<file path="config.mk">
export PLATFORM = sky130hd
export DESIGN_NAME = caption_runin_det
export DESIGN_NICKNAME = d
export VERILOG_FILES = /design/src/rtl/caption_runin_det.sv
export SDC_FILE = /design/constraint.sdc
export NUM_CORES = 1
export LEC_CHECK = 0
export BUFFER_PORTS_ARGS = -buffer_cell sky130_fd_sc_hd__buf_2
export CORE_UTILIZATION = 30
export DETAILED_ROUTE_END_ITERATION = 12
export HOLD_SLACK_MARGIN = 0.06
export PLACE_DENSITY = 0.55
export SLEW_MARGIN = 0
export SYNTH_ARGS = -nofsm -noshare
export SYNTH_HDL_FRONTEND = slang
export SYNTH_SLANG_ARGS = --single-unit
</file>
<file path="constraint.sdc">
create_clock -name clk -period 4.9 [get_ports clk]
set_clock_uncertainty 0.15 [all_clocks]
set_input_delay 0.245 -clock clk [delete_from_list [all_inputs] [get_ports clk]]
set_output_delay 0.245 -clock clk [all_outputs]
set_load 0.01 [all_outputs]
</file>
<file path="src/rtl/caption_runin_det.sv">
module caption_runin_det #(
  parameter int WIN_W   = 8,
  parameter int CNT_W   = 3,
  parameter int DW      = 8,
  parameter int RUN_MIN = 4,
  parameter int RUN_MAX = 6
) (
  input  logic             clk,
  input  logic             rst_n,
  input  logic             slice_in,
  input  logic             hsync,
  input  logic             line_sel,
  input  logic             latch_done,
  input  logic             wr_en,
  input  logic [1:0]       wr_addr,
  input  logic [DW-1:0]    wr_data,
  output logic [CNT_W-1:0] main_count,
  output logic [CNT_W-1:0] sub_count,
  output logic             runin_ok,
  output logic             sub_latched,
  output logic             irq
);
  localparam logic [CNT_W-1:0] CMAX = '1;
  localparam logic [WIN_W-1:0] PMAX = '1;
  localparam logic [CNT_W-1:0] LO   = CNT_W'(RUN_MIN);
  localparam logic [CNT_W-1:0] HI   = CNT_W'(RUN_MAX);

  logic             hs_q;
  logic [2:0]       sync;
  logic [WIN_W-1:0] pend_start, pend_len, win_start, win_len, pos;
  logic             live, cur_sub, irq_line, irq_mode;

  wire              hs_fall   = hs_q & ~hsync;
  wire              rise      = sync[1] & ~sync[2];
  wire              wr_start  = wr_en && (wr_addr == 2'd0);
  wire              wr_len    = wr_en && (wr_addr == 2'd1);
  wire              wr_ctrl   = wr_en && (wr_addr == 2'd2);
  wire [WIN_W-1:0]  start_nxt = wr_start ? wr_data[WIN_W-1:0] : pend_start;
  wire [WIN_W-1:0]  len_nxt   = wr_len   ? wr_data[WIN_W-1:0] : pend_len;
  wire [WIN_W:0]    win_end   = {1'b0, win_start} + {1'b0, win_len};
  wire              in_win    = live && (pos >= win_start) && ({1'b0, pos} < win_end);
  wire              win_close = live && ({1'b0, pos} == win_end);
  wire [CNT_W-1:0]  cur_cnt   = cur_sub ? sub_count : main_count;
  wire              bump      = in_win && rise && (cur_cnt != CMAX);
  wire              line_hit  = (cur_sub == irq_line);
  wire              irq_cond  = line_hit && (irq_mode ? latch_done : win_close);

  always_ff @(posedge clk or negedge rst_n) begin
    if (!rst_n) begin
      hs_q        <= 1'b0;
      sync        <= '0;
      pend_start  <= '0;
      pend_len    <= '0;
      win_start   <= '0;
      win_len     <= '0;
      pos         <= '0;
      live        <= 1'b0;
      cur_sub     <= 1'b0;
      irq_line    <= 1'b0;
      irq_mode    <= 1'b0;
      main_count  <= '0;
      sub_count   <= '0;
      runin_ok    <= 1'b0;
      sub_latched <= 1'b0;
      irq         <= 1'b0;
    end else begin
      hs_q       <= hsync;
      sync       <= {sync[1:0], slice_in};
      pend_start <= start_nxt;
      pend_len   <= len_nxt;
      if (wr_ctrl) begin
        irq_line <= wr_data[0];
        irq_mode <= wr_data[1];
      end
      irq <= irq_cond && !hs_fall;
      if (hs_fall) begin
        win_start   <= start_nxt;
        win_len     <= len_nxt;
        pos         <= '0;
        live        <= 1'b1;
        cur_sub     <= line_sel;
        runin_ok    <= 1'b0;
        sub_latched <= 1'b0;
        if (line_sel) sub_count  <= '0;
        else          main_count <= '0;
      end else begin
        if (pos != PMAX) pos <= pos + 1'b1;
        if (win_close) begin
          live     <= 1'b0;
          runin_ok <= (cur_cnt >= LO) && (cur_cnt <= HI);
        end
        if (bump) begin
          if (cur_sub) sub_count  <= sub_count + 1'b1;
          else         main_count <= main_count + 1'b1;
        end
        if (latch_done && cur_sub) sub_latched <= 1'b1;
      end
    end
  end

  a_r5_window_held: assert property (@(posedge clk) disable iff (!rst_n)
    !hs_fall |=> ($stable(win_start) && $stable(win_len)));

  a_r3_no_overflow: assert property (@(posedge clk) disable iff (!rst_n)
    (main_count == CMAX && !hs_fall) |=> (main_count == CMAX));

  a_r2_other_kept: assert property (@(posedge clk) disable iff (!rst_n)
    (hs_fall && line_sel) |=> (main_count == $past(main_count)));

  a_r6_flag_cleared: assert property (@(posedge clk) disable iff (!rst_n)
    hs_fall |=> !sub_latched);

  a_r4_detect_range: assert property (@(posedge clk) disable iff (!rst_n)
    $rose(runin_ok) |-> (cur_cnt >= LO && cur_cnt <= HI));

  a_r8_close_irq: assert property (@(posedge clk) disable iff (!rst_n)
    (win_close && !irq_mode && line_hit && !hs_fall) |=> irq);

endmodule

</file>
-- Yosys cells after proc, flatten, opt, wreduce, memory -nomap -nowiden
Index checks and enable logic that the tools add are counted.
- equal/unequal tests: 9
- bitwise logic cells: 4
- mux-type cells: 20
- reductions and logical operators: 21
- add/subtract/negate cells: 4
- magnitude comparators: 4
- operators by type and width (cell ; number):
    8-bit two-way mux ; 4
    3-bit two-way mux ; 9
    1-bit logical AND ; 12
    2-bit nonzero test ; 5
    8-bit by 8-bit adder with 9-bit output ; 1
    8-bit by 9-bit == test with 1-bit output ; 1
    8-bit by 9-bit < comparator with 1-bit output ; 1
    8-bit by 1-bit adder with 8-bit output, second input constant ; 1
    8-bit >= comparator ; 1
    8-bit != test, second input constant ; 1
    1-bit two-way mux ; 7
    3-bit by 1-bit adder with 3-bit output, second input constant ; 2
    3-bit AND reduction ; 2
    2-bit != test, second input constant ; 2
    3-bit >= comparator, second input constant ; 1
    3-bit <= comparator, second input constant ; 1
    3-bit != test, second input constant ; 1
    1-bit AND ; 2
    2-bit by 1-bit == test with 1-bit output, second input constant ; 1
    2-bit == test, second input constant ; 1
    2-bit zero test ; 1
    2-bit by 1-bit != test with 1-bit output, second input constant ; 1
    1-bit inverter ; 2
    1-bit == test ; 1
    1-bit zero test ; 1
- register bits after elaboration: 57
- output and inout port bits: 9
- input bits: 17
- word-level logic and storage cells: 78

-- Logic depth before layout (Yosys ltp)
Gate-level depths: netlist of the first run.
- word-level depth: 7
- depth in mapped cells: 14
- gate-level depth less buffers: 13

-- Worst setup path before layout of the first run
OpenSTA, ideal clock, no wires.
- kind: reg2reg
- start point: register win_start[0]
- end point: register sub_count[2]
- data arrival time: 2945 ps
- period minus slack after synthesis: 3222 ps
- setup slack: 1678 ps
- library setup time: 126 ps
- path buffers: 0
- required time: 4624 ps
- stages on the path, launching flop included: 14
- path through: dfrtp_1 > ha_1 > fa_1 > a21o_1 > o21ai_2 > nand2_1 > xnor2_1 > ha_1 > a22oi_1 > nand2_1 > o22ai_1 > o221ai_2 > or3_1 > a311o_1
- longest elaborated chain between the ends: 7
- elaborated cells between the ends (all ways): 9
- classes of those cells: add/sub: 1; order compare: 2; reduce/logical: 6
- RTL lines (item ; line ; text):
    from (decl) ; 30 ; logic [WIN_W-1:0] pend_start, pend_len, win_start, win_len, pos;
    from (signal assigned) ; 77 ; win_start <= start_nxt;
    8-bit by 8-bit adder with 9-bit output or 8-bit >= comparator (tied branches) ; 40, 41 ;
    8-bit by 9-bit < comparator with 1-bit output or 1-bit logical AND (tied branches) ; 41 ; wire in_win = live && (pos >= win_start) && ({1'b0, pos} < win_end);
    1-bit logical AND (*) ; 41 ;
    1-bit logical AND (*) (2 in series) ; 44 ; wire bump = in_win && rise && (cur_cnt != CMAX);
    2-bit nonzero test (no source line) (*) ; n/a ;
    3-bit AND reduction (no source line) (*) ; n/a ;
    to (signal assigned) ; 93 ; if (cur_sub) sub_count <= sub_count + 1'b1;
    to (decl) ; 18 ; output logic [CNT_W-1:0] sub_count,
Mark *: on every way between the ends. The rest lies on a longest branch, timed or not.
A chain may end at the register's enable or synchronous reset.

-- Worst setup path in the final report of the first run
- start point: register win_start[1]
- end point: register sub_count[2]
Same word-level chain as after synthesis.

==> impl_results.md, run 1 <==
- Vias in the first global route: roughly 2,300
- Dpl hpwl: 4350 um
- RSZ-0062 raised after global routing: false
- Critical-path cell list: ha_1 > a21o_1 > a21oi_1 > o21ai_0 > o41ai_1 > xor2_1 > ha_1 > o21ai_0 > nor2_1 > o22ai_1 > o221ai_2 > or3_1 > a311o_1
- Main synth FF type: dfrtp_1
- Crit end category: flip-flop
- Yosys cell types: 47
- Worst Hold Class: in2reg
- Sequential share of the synthesized area: 46.9%
- Standard-cell rows: 36
- Global-route wire length before repair: between 10,000 and 15,000 um
- CP Max Fanout: 12
- Setup Fix Bufs, Post-CTS: 0
- Commonest non-fill, non-tap cells in the layout: dfrtp_1 (57), nand2_1 (50), ha_1 (27)
- Worst-path clk slew: 0.07 ns
- Worst hold slack: approximately 0.16 ns
- Post-route ant nets: 0
- Worst-case clock buffer depth: 2
- Drt total wl: 6240 um
- Sink Count: between 50 and 60
- Wire per inst: 13.1 um
- Cts hold-fix bufs: 13
- DRT Pass-1 Iters: 4
- Top cell type by total area after synthesis: dfrtp_1
- Slowest cell on crit path: dfrtp_1
- Relative slew margins: roughly 34%
- CTS tree: built
- Syn_area_per_cell: a little over 10 um^2
- GRT Resource Usage Total: between 10% and 20%
- Root Buffer: clkbuf_8
- CTS buffer count: 9
- Multi-input combinational cell area: ~1500 um^2
- DRT iter0 DRCs: between 90 and 100
- Final Slew Violations: 0
- Total power: about 1.5 mW
- PD cells: 411 nW/um^2
- Crit path kind: reg2reg
- Critical path required time: 4.97 ns
- Yosys Warn Count: 0
- Worst path max stage delay: around 0.42 ns
- Storage cell area: approximately 1400 um^2
- Die H: around 100 um
- Via count: approximately 2,300
- Routability cong.: about 0.85
- IO buf count: 25
- Worst-Skew Late Latency: roughly 0.35 ns
- Largest net degree at the start of global routing: between 50 and 60
- Mapped Cells: between 200 and 300
- I/O pin total: 26
- Asr flop ratio synth: 100%
- Initial Utilization: 31.0%
- Fin crit period: about 3.6 ns
- Tightest Pin Transition: 0.991 ns
- Chip width: just over 100 um
- P&R area growth vs syn: 19.2%
- Reg2Reg Setup Slack: around 1.3 ns
- H-tree depth: 3
- Via/cell ratio: 4.72
- Seq cells post-synth: 57
- Final hold vios: 0
- Die area: 10,600 um^2
- Final nets: between 300 and 400
- Commonest non-fill, non-tap cell in the layout: dfrtp_1
- DRC violations left: 0
- Synth top area share: 46.9%
- Core Region: roughly 9800 um^2
- Post-synth EDFFs: 0
- Startpoint types: flip-flop
- Max Clk Rate: between 200 and 300 MHz
- Initial antenna violation count: 0
- Layout cells sized above 1: between 10% and 20%
- Max-Cap Viols: 0
- Maximum vdd drop: ~0.13 mV
- Post-CTS Resized: 0
- Pleak: 1.71 nW
- Final critical-path share of the clock period: about three quarters
- Area of the mapped netlist: 3040 um^2
- Worst EP arrival: about 3.7 ns
- Synth Net Count: about 340
- # setup viols final: 0
- Antenna Cells: 0
- Area contributors post-synth: dfrtp_1 (47%), ha_1 (11%), mux2_2 (6.7%)
- Fillers: 1,019
- Setup TNS: 0 ns
- Status: finished clean
- GRT overflow: 0
## cell usage after synthesis, types with 3 or more instances
| cell type | n |
|---|---|
| ha_1 | 27 |
| dfrtp_1 | 57 |
| mux2_2 | 18 |
| a21oi_1 | 7 |
| clkbuf_1 | 8 |
| a31oi_1 | 6 |
| nand3_1 | 14 |
| nand3b_1 | 4 |
| nand2_1 | 50 |
| xor2_1 | 5 |
| nor3_1 | 4 |
| inv_1 | 13 |
| and3_1 | 6 |
| nor2_1 | 18 |
| o21ai_0 | 16 |
| nand2b_1 | 3 |
| or4_1 | 3 |
| xnor2_1 | 4 |
## path summary, 6_finish.rpt
kind,from,to,depth (start not counted)
max,win_start[1],sub_count[2],13
min,wr_en,irq_mode,3
max reg2reg,win_start[1],sub_count[2],13
min reg2reg,sync[0],sync[1],0
max in group asynchronous,rst_n,main_count[2],3
min in group asynchronous,rst_n,pos[2],3
## logic make-up (layout without fill, tap and decap cells)
| kind of cell | count (synthesis) | in the layout | synth area share [%] |
|---|---|---|---|
| xor gates and xnor gates | 9 | 9 | 2.59 |
| adders and majority gates | 28 | 28 | 11.8 |
| DFF | 57 | 57 | 46.9 |
| and+or+nand+nor | 113 | 113 | 17.8 |
| buffers and inverters | 22 | 69 | 2.84 |
| muxes | 20 | 20 | 7.32 |
| AOI/OAI and AO/OA | 49 | 49 | 10.9 |
## sequential cells by signal (all words and copies together) (netlist names)
name         count
win_len          8
sub_latched      1
pend_start       8
pos              8
sync             3
pend_len         8
irq              1
win_start        8
live             1
sub_count        3
runin_ok         1
main_count       3
cur_sub          1
hs_q             1
irq_line         1
irq_mode         1
## routing by layer
layer / up-vias / part of all wire (%) / GRT usage, %
met4: 0 / 0.91 / 3.58
met5: - / 0 / 0
met2: 26 / 46 / 20.9
li1: 1142 / - / -
met1: 1081 / 50 / 18.3
met3: 7 / 3.6 / 4.68
## worst max-delay path: cells and delay by family (launching register included)
kind	cells	cell delay (ns)
AO/OA/AOI/OAI	8	1.73
AND/OR/NAND/NOR	2	0.43
flip-flops	1	0.42
adder cells (fa/ha/maj)	2	0.56
XOR/XNOR	1	0.21
## report_power, final
part | total [mW] | internal [mW] | switching, mW
combinational | 0.459 | 0.213 | 0.247
clock | 0.405 | 0.210 | 0.195
sequential | 0.628 | 0.554 | 0.0740
## final cells by class
type / count / area share [%]
Multi-Input combinational cell: 219 / 42.3
Clock inverter: 4 / 0.759
Tap cell: 133 / 4.59
Inverter: 13 / 1.34
Clock buffer: 12 / 4.28
Timing Repair Buffer: 40 / 7.45
Sequential cell: 57 / 39.3
## stage by stage
stage / util, % / cells / setup slack (ns) / cell area, um^2
detailed placement: 33.8 / 449 / 1.30 / 3320
global route: 37.0 / 478 / 0.891 / 3630
CTS: 37.0 / 478 / 1.26 / 3630
finish: 37.0 / 478 / 1.27 / 3630
global placement: 33.8 / 449 / 1.38 / 3320
floorplan: - / 298 / 1.68 / 3040
Note: power is estimated with default switching activity, not from simulation.
==> run 2, diff against run 1 <==
--- a/config.mk
+++ b/config.mk
@@ -9,7 +9,7 @@
 export CORE_UTILIZATION = 30
 export DETAILED_ROUTE_END_ITERATION = 12
 export HOLD_SLACK_MARGIN = 0.06
-export PLACE_DENSITY = 0.55
+export PLACE_DENSITY = 0.56
 export SLEW_MARGIN = 0
 export SYNTH_ARGS = -nofsm -noshare
 export SYNTH_HDL_FRONTEND = slang
==> constraint.sdc (replaced) <==
create_clock -name clk -period 2.9 [get_ports clk]
set_clock_uncertainty 0.15 [all_clocks]
set_input_delay 0.145 -clock clk [delete_from_list [all_inputs] [get_ports clk]]
set_output_delay 0.145 -clock clk [all_outputs]
set_load 0.01 [all_outputs]
==> run 2 against run 1 <==
The flow now finishes with violations (setup timing). Cell count up 4.0%. Fmax up 13%. Hold slack worse by 0.070 ns. Clock power up 74%. Flip-flop and latch count unchanged. Global-route usage up 0.99 points. Setup slack worse by 1.6 ns. Register-to-register slack worse by 1.6 ns. Critical path type unchanged. Critical endpoint unchanged. Highest routed layer unchanged.
==> impl_results.md, run 2 (same netlist as run 1, synthesis figures left out) <==
- Status: complete, but fails checks (was finished clean)
- Failing checks: setup timing
- Post-Place Cells: 467 (was 449)
- Commonest non-fill, non-tap cells in the layout: dfrtp_1 (57), nand2_1 (47), ha_1 (26) (was dfrtp_1 (57), nand2_1 (50), ha_1 (27))
- Commonest non-fill, non-tap cell in the layout: dfrtp_1 (unchanged)
- Core Region: 9820 um^2 (unchanged)
- Setup TNS: -1.09 ns (was 0 ns)
- Critical path required time: 2.98 ns (was 4.97 ns)
- Standard-cell rows: 36 (unchanged)
- Pleak: 1.84 nW (was 1.71 nW)
- Drt total wl: 6360 um (was 6240 um)
- Worst Hold Class: in2reg (unchanged)
- I/O pin total: 26 (unchanged)
- Die area: 10,600 um^2 (unchanged)
- CTS buffer count: 9 (unchanged)
- Worst EP arrival: 3.28 ns (was 3.70 ns)
- Post-route ant nets: 0 (unchanged)
- Max-Cap Viols: 0 (unchanged)
- Initial antenna violation count: 0 (unchanged)
- Startpoint types: flip-flop (unchanged)
- Layout Utilization: 39.0% (was 37.0%)
- Final critical-path share of the clock period: 110% (was 74.2%)
- Final nets: 404 (was 385)
- DRT iter0 DRCs: 120 (was 93)
- CTS tree: built (unchanged)
- Relative slew margins: 40.1% (was 33.9%)
- RSZ-0062 raised after global routing: true (was false)
- Root Buffer: clkbuf_8 (unchanged)
- PD cells: 703 nW/um^2 (was 411 nW/um^2)
- Fin cells: 497 (was 478)
- Worst-Skew Late Latency: 0.34 ns (was 0.35 ns)
- Crit end category: flip-flop (unchanged)
- DRC violations left: 0 (unchanged)
- Vias in the first global route: 2,461 (was 2,269)
- Largest net degree at the start of global routing: 58 (unchanged)
- IO buf count: 25 (unchanged)
- Fin worst setup slack: -0.302 ns (was 1.27 ns)
- DRT Pass-1 Iters: 4 (unchanged)
- Worst-path clk slew: 0.07 ns (about the same)
- Chip width: 103 um (unchanged)
- Wire per inst: 12.8 um (was 13.1 um)
- Cell mode on critical path: nand2_1
- Routability cong.: 0.821 (was 0.854)
- Tightest Pin Transition: 0.894 ns (was 0.991 ns)
- Slowest cell on crit path: dfrtp_1 (unchanged)
- Maximum vdd drop: 0.175 mV (was 0.135 mV)
- CP Max Fanout: 3 (was 12)
- Max Clk Rate: 312 MHz (was 275 MHz)
- Crit path kind: reg2reg (unchanged)
- Via/cell ratio: 4.74 (was 4.72)
- Fin crit period: 3.20 ns (was 3.63 ns)
- Critical-path cell list: ha_2 > fa_2 > a21o_1 > o21ai_2 > nand2_1 > xnor2_1 > ha_1 > a22oi_1 > nand2_1 > o22ai_2 > o221ai_2 > or3_1 > a311o_1 (was ha_1 > a21o_1 > a21oi_1 > o21ai_0 > o41ai_1 > xor2_1 > ha_1 > o21ai_0 > nor2_1 > o22ai_1 > o221ai_2 > or3_1 > a311o_1)
- Pre-CTS WS: -0.370 ns (was 1.30 ns)
- Die H: 103 um (unchanged)
- Layout cells sized above 1: 27.2% (was 19.4%)
- Worst hold slack: 0.0852 ns (was 0.155 ns)
- Fillers: 1,004 (was 1,019)
- P&R area growth vs syn: 25.9% (was 19.2%)
- # setup viols final: 7 (was 0)
- GRT overflow: 0 (unchanged)
- Initial Utilization: 31.0% (unchanged)
- Sink Count: 57 (unchanged)
- Via count: 2,358 (was 2,256)
- Antenna Cells: 0 (unchanged)
- Worst-case clock buffer depth: 2 (unchanged)
- H-tree depth: 3 (unchanged)
- Dpl hpwl: 4560 um (was 4350 um)
- GRT Resource Usage Total: 14.6% (was 13.6%)
- Worst path max stage delay: 0.38 ns (was 0.42 ns)
- Final Slew Violations: 0 (unchanged)
- Final hold vios: 0 (unchanged)
- Global-route wire length before repair: 11,500 um (was 10,800 um)
-- run 2: cell types whose count changed in the layout (fill, tap and decap cells not counted), moves of 2 or more --
cell / delta
a21oi_2: +2
clkbuf_8: +2
nand2_1: -3
o21ai_2: +2
a21oi_1: -2
nand2_2: +3
o21ai_0: -2
clkinvlp_4: -3
buf_4: +18
-- run 2: area by class of cell --
class                           instances  area [um^2]  share of cell area, %
Clock buffer                           14          183                   4.77
Clock inverter                          2         10.0                  0.261
Inverter                               13         48.8                   1.27
Multi-Input combinational cell        219         1580                   41.3
Sequential cell                        57         1430                   37.2
Tap cell                              133          166                   4.34
Timing Repair Buffer                   59          417                   10.9
-- run 2: path summary, 6_finish.rpt --
path	from	endpoint	cells after the start	slack, ns
setup / recovery	win_start[0]	sub_count[2]	13	-0.30
hold / removal	wr_en	irq_mode	3	0.09
setup reg to reg	win_start[0]	sub_count[2]	13	-0.30
hold reg to reg	sync[0]	sync[1]	0	0.21
max in group asynchronous	rst_n	pos[6]	3	1.78
min in group asynchronous	rst_n	win_len[7]	3	0.31
-- run 2: power by group --
| group | switching, mW | internal (mW) |
|---|---|---|
| registers | 0.122 | 0.937 |
| logic | 0.461 | 0.471 |
| clock network | 0.305 | 0.401 |
-- run 2: layer usage --
layer	wire length (um)	part of all wire (%)	GRT usage, %
met3	219	3.4	3.86
met2	2860	45	22.6
met1	3140	49	18.8
met5	0	0	0
met4	139	2.2	7.48
-- run 2: through the flow --
step	area, um^2	power [mW]
after floorplan	3070	1.63
after global placement	3480	1.92
after detailed placement	3480	1.95
after CTS	3800	2.70
after global routing	3830	2.93
final	3830	2.70
-- run 2: timing repair --
item                       in CTS  in global routing
setup buffers                   0                  1
hold endpoints to repair       98                  0
pin swaps                       5                  2
setup endpoints to repair       8                  9
resized for setup               1                  7
hold buffers                   13                  0
gates cloned                    0                  0
-- run 2: worst max-delay path: cells and delay by family (launching register included) --
| kind | cells | cell delay [ns] |
|---|---|---|
| compound gates | 6 | 1.08 |
| fa+ha+maj | 3 | 0.85 |
| xor+xnor | 1 | 0.13 |
| flops | 1 | 0.38 |
| simple gates | 3 | 0.49 |
